==> config.mk <==
export PLATFORM = sky130hd
export DESIGN_NAME = ow_master
export DESIGN_NICKNAME = d
export VERILOG_FILES = /design/src/rtl/ow_pkg.sv /design/src/rtl/ow_datapath.sv /design/src/rtl/ow_ctrl.sv /design/src/rtl/ow_master.sv
export SDC_FILE = /design/constraint.sdc
export NUM_CORES = 1
export LEC_CHECK = 0
export BUFFER_PORTS_ARGS = -buffer_cell sky130_fd_sc_hd__buf_2
export CORE_AREA = 3 3 96 107
export DETAILED_ROUTE_END_ITERATION = 6
export DIE_AREA = 0 0 99 110
export MAX_ROUTING_LAYER = met4
export PLACE_DENSITY_LB_ADDON = 0.1
export SLEW_MARGIN = 20
export SYNTH_ARGS = -nofsm -noshare
export SYNTH_HDL_FRONTEND = slang
export SYNTH_HIERARCHICAL = 1
export SYNTH_SLANG_ARGS = --single-unit
==> constraint.sdc <==
create_clock -name clk -period 2.44 [get_ports clk]
set_input_delay 0.122 -clock clk [delete_from_list [all_inputs] [get_ports clk]]
set_output_delay 0.122 -clock clk [all_outputs]
set_load 0.02 [all_outputs]
==> src/rtl/ow_pkg.sv <==
package ow_pkg;

  typedef enum logic [1:0] {
    OP_RESET = 2'd0,
    OP_WRITE = 2'd1,
    OP_READ  = 2'd2,
    OP_NONE  = 2'd3
  } owOp_e;

  // control -> datapath
  typedef struct packed {
    logic load;     // latch command, clear phase timer
    logic run;      // advance phase timer
    logic pullLow;  // drive the line low
    logic capture;  // take the sample for the latched operation
  } owStrobe_t;

  // datapath -> control
  typedef struct packed {
    logic lowEnd;
    logic sampleHit;
    logic opEnd;
  } owFlags_t;

  function automatic int unsigned nsToCycles(longint unsigned clkHz, longint unsigned ns);
    longint unsigned c;
    c = ((clkHz / 64'd1000) * ns) / 64'd1000000;
    if (c == 0) c = 1;
    return 32'(c);
  endfunction

endpackage

==> src/rtl/ow_datapath.sv <==
module ow_datapath
  import ow_pkg::*;
#(
  parameter longint unsigned CLK_HZ      = 100_000_000,
  parameter int              SYNC_STAGES = 2
) (
  input  logic      clk,
  input  logic      rstN,
  input  owStrobe_t strobe,
  input  logic [1:0] cmdOp,
  input  logic      cmdBit,
  input  logic      overdrive,
  input  logic      lineIn,
  output owFlags_t  flags,
  output logic      lineOe,
  output logic      presence,
  output logic      readBit
);

  // regular profile
  localparam int unsigned R_RST_LOW  = nsToCycles(CLK_HZ, 500_000);
  localparam int unsigned R_RST_WAIT = nsToCycles(CLK_HZ, 500_000);
  localparam int unsigned R_PRES     = nsToCycles(CLK_HZ, 70_000);
  localparam int unsigned R_W1       = nsToCycles(CLK_HZ, 6_000);
  localparam int unsigned R_W0       = nsToCycles(CLK_HZ, 60_000);
  localparam int unsigned R_RD       = nsToCycles(CLK_HZ, 6_000);
  localparam int unsigned R_SMP      = nsToCycles(CLK_HZ, 13_000);
  localparam int unsigned R_SLOT     = nsToCycles(CLK_HZ, 70_000);
  // overdrive profile
  localparam int unsigned O_RST_LOW  = nsToCycles(CLK_HZ, 64_000);
  localparam int unsigned O_RST_WAIT = nsToCycles(CLK_HZ, 56_000);
  localparam int unsigned O_PRES     = nsToCycles(CLK_HZ, 8_000);
  localparam int unsigned O_W1       = nsToCycles(CLK_HZ, 1_000);
  localparam int unsigned O_W0       = nsToCycles(CLK_HZ, 6_000);
  localparam int unsigned O_RD       = nsToCycles(CLK_HZ, 1_000);
  localparam int unsigned O_SMP      = nsToCycles(CLK_HZ, 1_500);
  localparam int unsigned O_SLOT     = nsToCycles(CLK_HZ, 10_000);

  localparam int unsigned MAX_END = R_RST_LOW + R_RST_WAIT;
  localparam int          TW      = $clog2(MAX_END + 1);

  owOp_e       opQ;
  logic        bitQ;
  logic        odQ;
  logic [TW-1:0] timer;
  logic [TW-1:0] lowLen;
  logic [TW-1:0] sampleAt;
  logic [TW-1:0] endAt;
  logic [SYNC_STAGES-1:0] syncQ;
  logic        lineSync;

  // input synchronizer, idle line reads high
  genvar g;
  generate
    for (g = 0; g < SYNC_STAGES; g++) begin : gSync
      if (g == 0) begin : gFirst
        always_ff @(posedge clk) begin
          if (!rstN) syncQ[g] <= 1'b1;
          else       syncQ[g] <= lineIn;
        end
      end else begin : gNext
        always_ff @(posedge clk) begin
          if (!rstN) syncQ[g] <= 1'b1;
          else       syncQ[g] <= syncQ[g-1];
        end
      end
    end
  endgenerate
  assign lineSync = syncQ[SYNC_STAGES-1];

  // command latch and phase timer
  always_ff @(posedge clk) begin
    if (!rstN) begin
      opQ   <= OP_NONE;
      bitQ  <= 1'b0;
      odQ   <= 1'b0;
      timer <= '0;
    end else if (strobe.load) begin
      opQ   <= owOp_e'(cmdOp);
      bitQ  <= cmdBit;
      odQ   <= overdrive;
      timer <= '0;
    end else if (strobe.run) begin
      timer <= timer + 1'b1;
    end
  end

  // per-operation thresholds from the latched profile
  always_comb begin
    lowLen   = TW'(R_RD);
    sampleAt = TW'(R_SMP);
    endAt    = odQ ? TW'(O_SLOT) : TW'(R_SLOT);
    unique case (opQ)
      OP_RESET: begin
        lowLen   = odQ ? TW'(O_RST_LOW) : TW'(R_RST_LOW);
        sampleAt = odQ ? TW'(O_RST_LOW + O_PRES) : TW'(R_RST_LOW + R_PRES);
        endAt    = odQ ? TW'(O_RST_LOW + O_RST_WAIT) : TW'(R_RST_LOW + R_RST_WAIT);
      end
      OP_WRITE: begin
        if (bitQ) lowLen = odQ ? TW'(O_W1) : TW'(R_W1);
        else      lowLen = odQ ? TW'(O_W0) : TW'(R_W0);
        sampleAt = '1;
      end
      OP_READ: begin
        lowLen   = odQ ? TW'(O_RD) : TW'(R_RD);
        sampleAt = odQ ? TW'(O_SMP) : TW'(R_SMP);
      end
      default: begin
        lowLen   = TW'(1);
        sampleAt = '1;
        endAt    = TW'(2);
      end
    endcase
  end

  assign flags.lowEnd    = (timer == lowLen - 1'b1);
  assign flags.sampleHit = (timer == sampleAt);
  assign flags.opEnd     = (timer == endAt - 1'b1);

  // results
  always_ff @(posedge clk) begin
    if (!rstN) begin
      presence <= 1'b0;
      readBit  <= 1'b0;
    end else if (strobe.capture) begin
      if (opQ == OP_RESET)     presence <= ~lineSync;
      else if (opQ == OP_READ) readBit  <= lineSync;
    end
  end

  assign lineOe = strobe.pullLow;

endmodule

==> src/rtl/ow_ctrl.sv <==
module ow_ctrl
  import ow_pkg::*;
(
  input  logic       clk,
  input  logic       rstN,
  input  logic       cmdValid,
  input  logic [1:0] cmdOp,
  input  owFlags_t   flags,
  output owStrobe_t  strobe,
  output logic       busy
);

  typedef enum logic [1:0] {ST_IDLE, ST_LOW, ST_RELEASED} owState_e;

  owState_e state;
  owState_e stateNext;
  logic     accept;

  assign accept = cmdValid && (state == ST_IDLE) && (owOp_e'(cmdOp) != OP_NONE);

  always_comb begin
    stateNext = state;
    unique case (state)
      ST_IDLE:     if (accept)      stateNext = ST_LOW;
      ST_LOW:      if (flags.lowEnd) stateNext = ST_RELEASED;
      ST_RELEASED: if (flags.opEnd)  stateNext = ST_IDLE;
      default:                       stateNext = ST_IDLE;
    endcase
  end

  always_ff @(posedge clk) begin
    if (!rstN) state <= ST_IDLE;
    else       state <= stateNext;
  end

  always_comb begin
    strobe.load    = accept;
    strobe.run     = (state != ST_IDLE);
    strobe.pullLow = (state == ST_LOW);
    strobe.capture = (state != ST_IDLE) && flags.sampleHit;
  end

  assign busy = (state != ST_IDLE);

endmodule

==> src/rtl/ow_master.sv <==
module ow_master
  import ow_pkg::*;
#(
  parameter longint unsigned CLK_HZ      = 100_000_000,
  parameter int              SYNC_STAGES = 2
) (
  input  logic       clk,
  input  logic       rstN,
  input  logic       cmdValid,
  input  logic [1:0] cmdOp,
  input  logic       cmdBit,
  input  logic       overdrive,
  input  logic       owIn,
  output logic       owOe,
  output logic       busy,
  output logic       presence,
  output logic       readBit
);

  owStrobe_t strobe;
  owFlags_t  flags;

  ow_ctrl ctrl_i (
    .clk      (clk),
    .rstN     (rstN),
    .cmdValid (cmdValid),
    .cmdOp    (cmdOp),
    .flags    (flags),
    .strobe   (strobe),
    .busy     (busy)
  );

  ow_datapath #(
    .CLK_HZ      (CLK_HZ),
    .SYNC_STAGES (SYNC_STAGES)
  ) dp_i (
    .clk       (clk),
    .rstN      (rstN),
    .strobe    (strobe),
    .cmdOp     (cmdOp),
    .cmdBit    (cmdBit),
    .overdrive (overdrive),
    .lineIn    (owIn),
    .flags     (flags),
    .lineOe    (owOe),
    .presence  (presence),
    .readBit   (readBit)
  );

endmodule

==> summary.md, run 1 <==
| Metric | Value |
|---|---|
| Power Total | `1.24 mW` |
| Maxcap violations | `0` |
| Peak supply drop | `0.178 mV` |
| Layout cells sized above 1 | `26.9%` |
| Reg2reg path depth | `10` |
| # DRC | `0` |
| Overall Global Routing Usage | `14.2%` |
| WHS Endpoint | `dp_i/syncQ[0]` |
| Drt wl/cell | `16.1 um` |
| Max-slew headroom | `72.9%` |
| Pins Over Slew Limit | `0` |
| Top cells by count, synth | `32 x nor2_1, 27 x dfxtp_1, 26 x nand2_1` |
| FF-to-FF setup slack | `-90 ps` |
| Max Buffers Root-to-Sink | `2` |
| Logic pwr share | `39.7%` |
| Fill cells | `1005` |
| Core ar. | `9310 um2` |
| Clk sinks | `27` |
| Fin cells | `452` |
| Power density cells | `428 nW/um2` |
| CTS tree | `yes` |
| Post-synth EDFFs | `0` |
| Lkg Pwr | `1.09 nW` |
| Yosys warns | `6` |
| Worst slew pin tran | `404 ps` |
| Asr flop ratio synth | `0%` |
| # port buffers | `11` |
| Final #Nets | `355` |
| Crit path setup slack, layout | `-86.2 ps` |
| Crit Path Class | `reg2reg` |
| Syn_nets | `320` |
| Flop pwr share | `37.7%` |
| Synth top area share | `23.7%` |
| # placed instances | `447` |
| Die area | `10900 um2` |
| Top cell type by total area after synthesis | `dfxtp_1` |
| Failing checks | `setup timing` |
| Initial DRC count | `80` |
| ANT cells | `0` |
| Critical path data required time | `2630 ps` |
| Reg-to-reg endpoint | `ctrl_i/state[0]` |
| Syn Inst Count | `301` |
| #FFs+latches synth | `27` |
| Hold Crit Depth | `2` |
| Initial Util | `24.5%` |
| Critical path peak fanout | `3` |
| Post-route ant nets | `0` |
| # rows | `37` |
| Vias in the first global route | `2217` |
| Pint | `803 uW` |
| Switching share of power | `35.2%` |
| H-Tree Depth | `1` |
| Net switching power | `435 uW` |
| Placer's final routability congestion estimate | `0.817` |
| Top Ports | `12` |
| Status | `complete, but fails checks` |
| Final WL | `7.28 mm` |
| Setup violators final | `1` |
| Initial antenna violation count | `0` |
| Post-detail-place hpwl | `5.69 mm` |
| Sequential element share of the synthesized area | `23.7%` |
| Startpoint Class | `register` |
| Crit path capture type | `register` |
| RR Startpoint | `dp_i/opQ[0]` |
| Most numerous cell in the Yosys netlist | `nor2_1` |
| Post-Synthesis Cell Area | `2280 um2` |
| Tmin final | `2530 ps` |
| Prevailing post-synth register cell | `dfxtp_1` |
| DR vias | `2201` |
| Clk Latency, worst-skew pair | `280 ps` |
| Clock tree root buffer cell | `clkbuf_8` |
| Hold wc startpoint | `owIn` |
| First-pass GRT wire length | `12.0 mm` |
| Worst hold path type | `in2reg` |
| Fmax | `0.396 GHz` |
| Avg Cell Area, Syn | `7.59 um2` |
| Pre-antenna DRT Iters | `4` |
| CTS clk-pin slew, worst paths | `110 ps` |
| Vias per cell | `4.87` |
| Final Hold Vio Count | `0` |
| Top post-synthesis cells by area | `dfxtp_1 24%, ha_1 6.0%, xnor2_1 5.4%, nor2_1 5.3%, nand2_1 4.3%` |
| Largest net degree at the start of global routing | `21` |
| Die height | `110 um` |
| Area Overhead vs Synth | `26.7%` |
| CTS buffer count | `3` |
| Clock Power Share | `22.6%` |
| Crit path DAT | `2720 ps` |
| Post-synth cell types | `64` |
| Clock Skew | `6.92 ps` |
| Die width | `99 um` |
| RSZ-0062 raised after global routing | `yes` |
| Overflow after GRT | `0` |
| Tcrit/Tclk final | `104%` |
==> cells in the final DEF, fill, tap and decap left out, types with 4 or more instances in the layout <==
cell / netlist / layout
xor2_1: 11 / 11
nor2b_1: 6 / 5
buf_4: 4 / 46
o21ai_0: 10 / 10
ha_4: 0 / 4
nand4_1: 6 / 6
buf_2: 11 / 11
xnor2_1: 14 / 14
ha_1: 11 / 7
mux2i_1: 5 / 5
and3_1: 7 / 6
nand3_1: 13 / 13
nor2_1: 32 / 32
dfxtp_1: 27 / 25
nand2b_1: 7 / 7
inv_1: 11 / 9
nand2_1: 26 / 25
a21oi_1: 9 / 9
o22ai_1: 5 / 5
nor3_1: 6 / 5
==> timing repair <==
| action | CTS | global route |
|---|---|---|
| pin swaps | 5 | 9 |
| endpoints found under the setup margin | 4 | 4 |
| resized for setup | 16 | 11 |
| setup buffers | 1 | 0 |
| hold buffers | 0 | 0 |
==> flip-flops by register name, indices dropped and copies added (netlist names) <==
name / flops
dp_i/bitQ: 1
dp_i/syncQ: 1
dp_i/lineSync: 1
ctrl_i/state: 2
dp_i/timer: 17
dp_i/presence: 1
dp_i/opQ: 2
dp_i/readBit: 1
dp_i/odQ: 1
==> area by class of cell <==
class	count	area (um2)	share of cell area, %
clock inverter	1	7.51	0.259
multi-input combinational	234	1670	57.8
inverter	11	46.3	1.60
tap	117	146	5.06
timing repair buffer	59	432	14.9
clock buffer	3	41.3	1.43
sequential	27	548	18.9
==> metal layers <==
| layer | share of wire (%) | global-route usage [%] |
|---|---|---|
| met1 | 45 | 17.5 |
| met2 | 51 | 25.7 |
| met3 | 2.7 | 1.45 |
| met4 | 1.1 | 2.63 |
| met5 | 0 | - |
==> worst max-delay path, cell delays in order (launching register included) <==
cell      delay [ps]
dfxtp_4          380
inv_4             50
ha_4             240
or4_4            510
a31oi_4          150
xor2_1            80
nor3_1           180
nand4_1          160
nor4_4           220
and4bb_2         280
a41o_1           190
==> power groups by stage <==
stage          logic, mW  registers [mW]  clock network [mW]
2_1_floorplan      0.290           0.476                   0
3_3_place_gp       0.442           0.476                   0
3_5_place_dp       0.440           0.476                   0
4_1_cts            0.477           0.467               0.301
5_1_grt            0.541           0.469               0.310
6_report           0.491           0.467               0.279
==> stage by stage <==
step / setup TNS, ps / area (um2) / hold WS [ps] / util, % / worst slack (ps)
final: -86.2 / 2890 / 14.4 / 31.1 / -86.2
after detailed placement: -237 / 2690 / 311 / 28.9 / -207
after global placement: -248 / 2690 / 311 / 28.9 / -206
after CTS: -170 / 2840 / 2.67 / 30.5 / -148
after global routing: -494 / 2890 / 19.9 / 31.1 / -209
after floorplan: 0 / 2290 / 195 / - / 7.17
==> kinds of logic after synthesis <==
group,synth area share (%)
DFF,23.7
and+or+nand+nor,31.1
AOI/OAI and AO/OA,18.1
xor gates and xnor gates,9.59
muxes,2.19
buffers and inverters,8.88
adders and majority gates,6.47
==> worst max path at each step <==
stage	startpoint	to	slack [ps]	cells after the start
4_1_cts	dp_i/opQ[0]	ctrl_i/state[0]	-150	11
6_report	dp_i/opQ[0]	ctrl_i/state[0]	-90	10
3_3_place_gp	dp_i/opQ[0]	ctrl_i/state[0]	-210	11
5_1_grt	dp_i/opQ[0]	ctrl_i/state[0]	-210	10
2_1_floorplan	dp_i/opQ[0]	ctrl_i/state[0]	7	10
3_5_place_dp	dp_i/opQ[0]	ctrl_i/state[0]	-210	11
Note: power is estimated with default switching activity, not from simulation.
==> inputs of run 2 (changes only) <==
--- a/config.mk
+++ b/config.mk
@@ -9,6 +9,7 @@
 export CORE_AREA = 3 3 96 107
 export DETAILED_ROUTE_END_ITERATION = 6
 export DIE_AREA = 0 0 99 110
+export HOLD_SLACK_MARGIN = 0.08
 export MAX_ROUTING_LAYER = met4
 export PLACE_DENSITY_LB_ADDON = 0.1
 export SLEW_MARGIN = 20
==> constraint.sdc (replaced) <==
create_clock -name clk -period 2.7 [get_ports clk]
set_input_delay 0.135 -clock clk [delete_from_list [all_inputs] [get_ports clk]]
set_output_delay 0.135 -clock clk [all_outputs]
set_load 0.02 [all_outputs]
==> summary.md, run 2 (synthesis gave the netlist of run 1 again) <==
| Metric | Value |
|---|---|
| Status | `complete, no violations` |
| ANT cells | `0` |
| Area Overhead vs Synth | `22.9%` |
| RR Startpoint | `dp_i/opQ[1]` |
| Placer's final routability congestion estimate | `0.865` |
| # rows | `37` |
| Pins Over Slew Limit | `0` |
| Peak supply drop | `0.250 mV` |
| Drt wl/cell | `15.9 um` |
| Worst hold path type | `in2reg` |
| Power Total | `1.09 mW` |
| Max-slew headroom | `52.1%` |
| Crit Path Class | `reg2reg` |
| Core ar. | `9310 um2` |
| Maxcap violations | `0` |
| DR vias | `2217` |
| Max reg flops | `17` |
| First-pass GRT wire length | `11.5 mm` |
| Final Hold Vio Count | `0` |
| Post-route ant nets | `0` |
| Max Buffers Root-to-Sink | `2` |
| RSZ-0062 raised after global routing | `yes` |
| Overflow after GRT | `0` |
| Initial DRC count | `123` |
| Clk Latency, worst-skew pair | `280 ps` |
| Layout cells sized above 1 | `24.5%` |
| Top Registers | `dp_i/timer (17), ctrl_i/state (2), dp_i/opQ (2)` |
| Most flop-heavy register | `dp_i/timer` |
| Die area | `10900 um2` |
| Fmax | `0.379 GHz` |
| Setup WS pre-CTS | `-49.0 ps` |
| Die height | `110 um` |
| Reg2reg path depth | `11` |
| Initial antenna violation count | `0` |
| Final #Nets | `347` |
| # DRC | `0` |
| Setup violators final | `0` |
| Initial Util | `24.5%` |
| Top Ports | `12` |
| # port buffers | `11` |
| Commonest cells after routing, fill and taps aside | `33 x buf_4, 32 x nor2_1, 26 x nand2_1` |
| Worst slew pin tran | `718 ps` |
| CTS clk-pin slew, worst paths | `100 ps` |
| Critical path data required time | `2880 ps` |
| Startpoint Class | `register` |
| Tmin final | `2640 ps` |
| Crit path capture type | `register` |
| Lkg Pwr | `1.04 nW` |
| Vias in the first global route | `2116` |
| CTS tree | `yes` |
| Final WL | `7.05 mm` |
| Largest net degree at the start of global routing | `19` |
| Clock tree root buffer cell | `clkbuf_8` |
| CTS buffer count | `3` |
| Vias per cell | `4.99` |
| Critical path peak fanout | `3` |
| H-Tree Depth | `1` |
| Clock Skew | `11.7 ps` |
| Overall Global Routing Usage | `13.7%` |
| Crit path setup slack, layout | `58.9 ps` |
| Tcrit/Tclk final | `97.8%` |
| Commonest non-fill, non-tap cell in the layout | `buf_4` |
| Post-detail-place hpwl | `5.40 mm` |
| Setup crit start | `dp_i/opQ[1]` |
| Die width | `99 um` |
| Crit path DAT | `2820 ps` |
| Pre-antenna DRT Iters | `4` |
| Reg-to-reg endpoint | `ctrl_i/state[0]` |
| Clk sinks | `27` |
| Power density cells | `387 nW/um2` |
| Fill cells | `1014` |
| FF-to-FF setup slack | `60 ps` |
| CP endpoint | `ctrl_i/state[0]` |
## run 2: changes by cell type in the layout (fill, tap and decap cells not counted), sizes merged
cell,previous run,this run
clkinvlp,1,0
buf,59,48
clkbuf,3,4
dlygate4sd3,0,3
## run 2: final cells by class
class	count	area, um2	area share, %
Multi-Input combinational cell	234	1650	58.9
Sequential cell	27	543	19.3
Timing Repair Buffer	51	378	13.5
Tap cell	117	146	5.22
Clock buffer	4	45.0	1.60
Inverter	11	41.3	1.47
## run 2: metal layers
layer	track usage [%]	share of wire [%]
met1	17.1	47
met2	23.8	49
met3	1.89	3.0
met4	2.93	1.4
met5	-	0
## run 2: critical path: stages (launching register included)
cell and delay, ps:
dfxtp_2 360, inv_2 70, ha_4 240, buf_4 130, or3_4 360, nor3_2 190
nand2_1 70, mux2i_1 150, nand4_1 160, nor4_4 360, and4bb_2 260, a41o_1 190
## run 2: worst min path at each step
stage	startpoint	to	slack, ps	cells past startpoint
2_1_floorplan	rstN	dp_i/lineSync	210	1
3_3_place_gp	owIn	dp_i/syncQ[0]	330	2
3_5_place_dp	owIn	dp_i/syncQ[0]	330	2
4_1_cts	cmdValid	ctrl_i/state[0]	90	2
5_1_grt	cmdValid	ctrl_i/state[0]	100	2
6_report	cmdValid	ctrl_i/state[0]	100	2
## run 2: through the flow
stage	util, %	instances	area [um2]	hold WS [ps]	setup TNS [ps]
finish	30.2	444	2810	96.9	0
global route	30.2	444	2810	105	-106
CTS	28.7	442	2680	93.3	0
detailed placement	27.8	435	2590	327	-49.0
global placement	27.8	435	2590	325	-21.5
floorplan	-	301	2280	208	0
## run 2: report_power, final
part	switching (mW)	internal, mW	total, mW
Combinational	0.228	0.202	0.430
Sequential	0.0113	0.410	0.421
Clock	0.130	0.106	0.236
## run 2: timing repair
| item | 4_1_cts | 5_1_grt |
|---|---|---|
| pin swaps | 1 | 10 |
| endpoints found under the hold margin | 3 | 0 |
| hold buffers | 3 | 0 |
| setup endpoints to repair | 1 | 3 |
| buffers inserted | 0 | 2 |
| cloned | 0 | 0 |
| resized for setup | 2 | 26 |
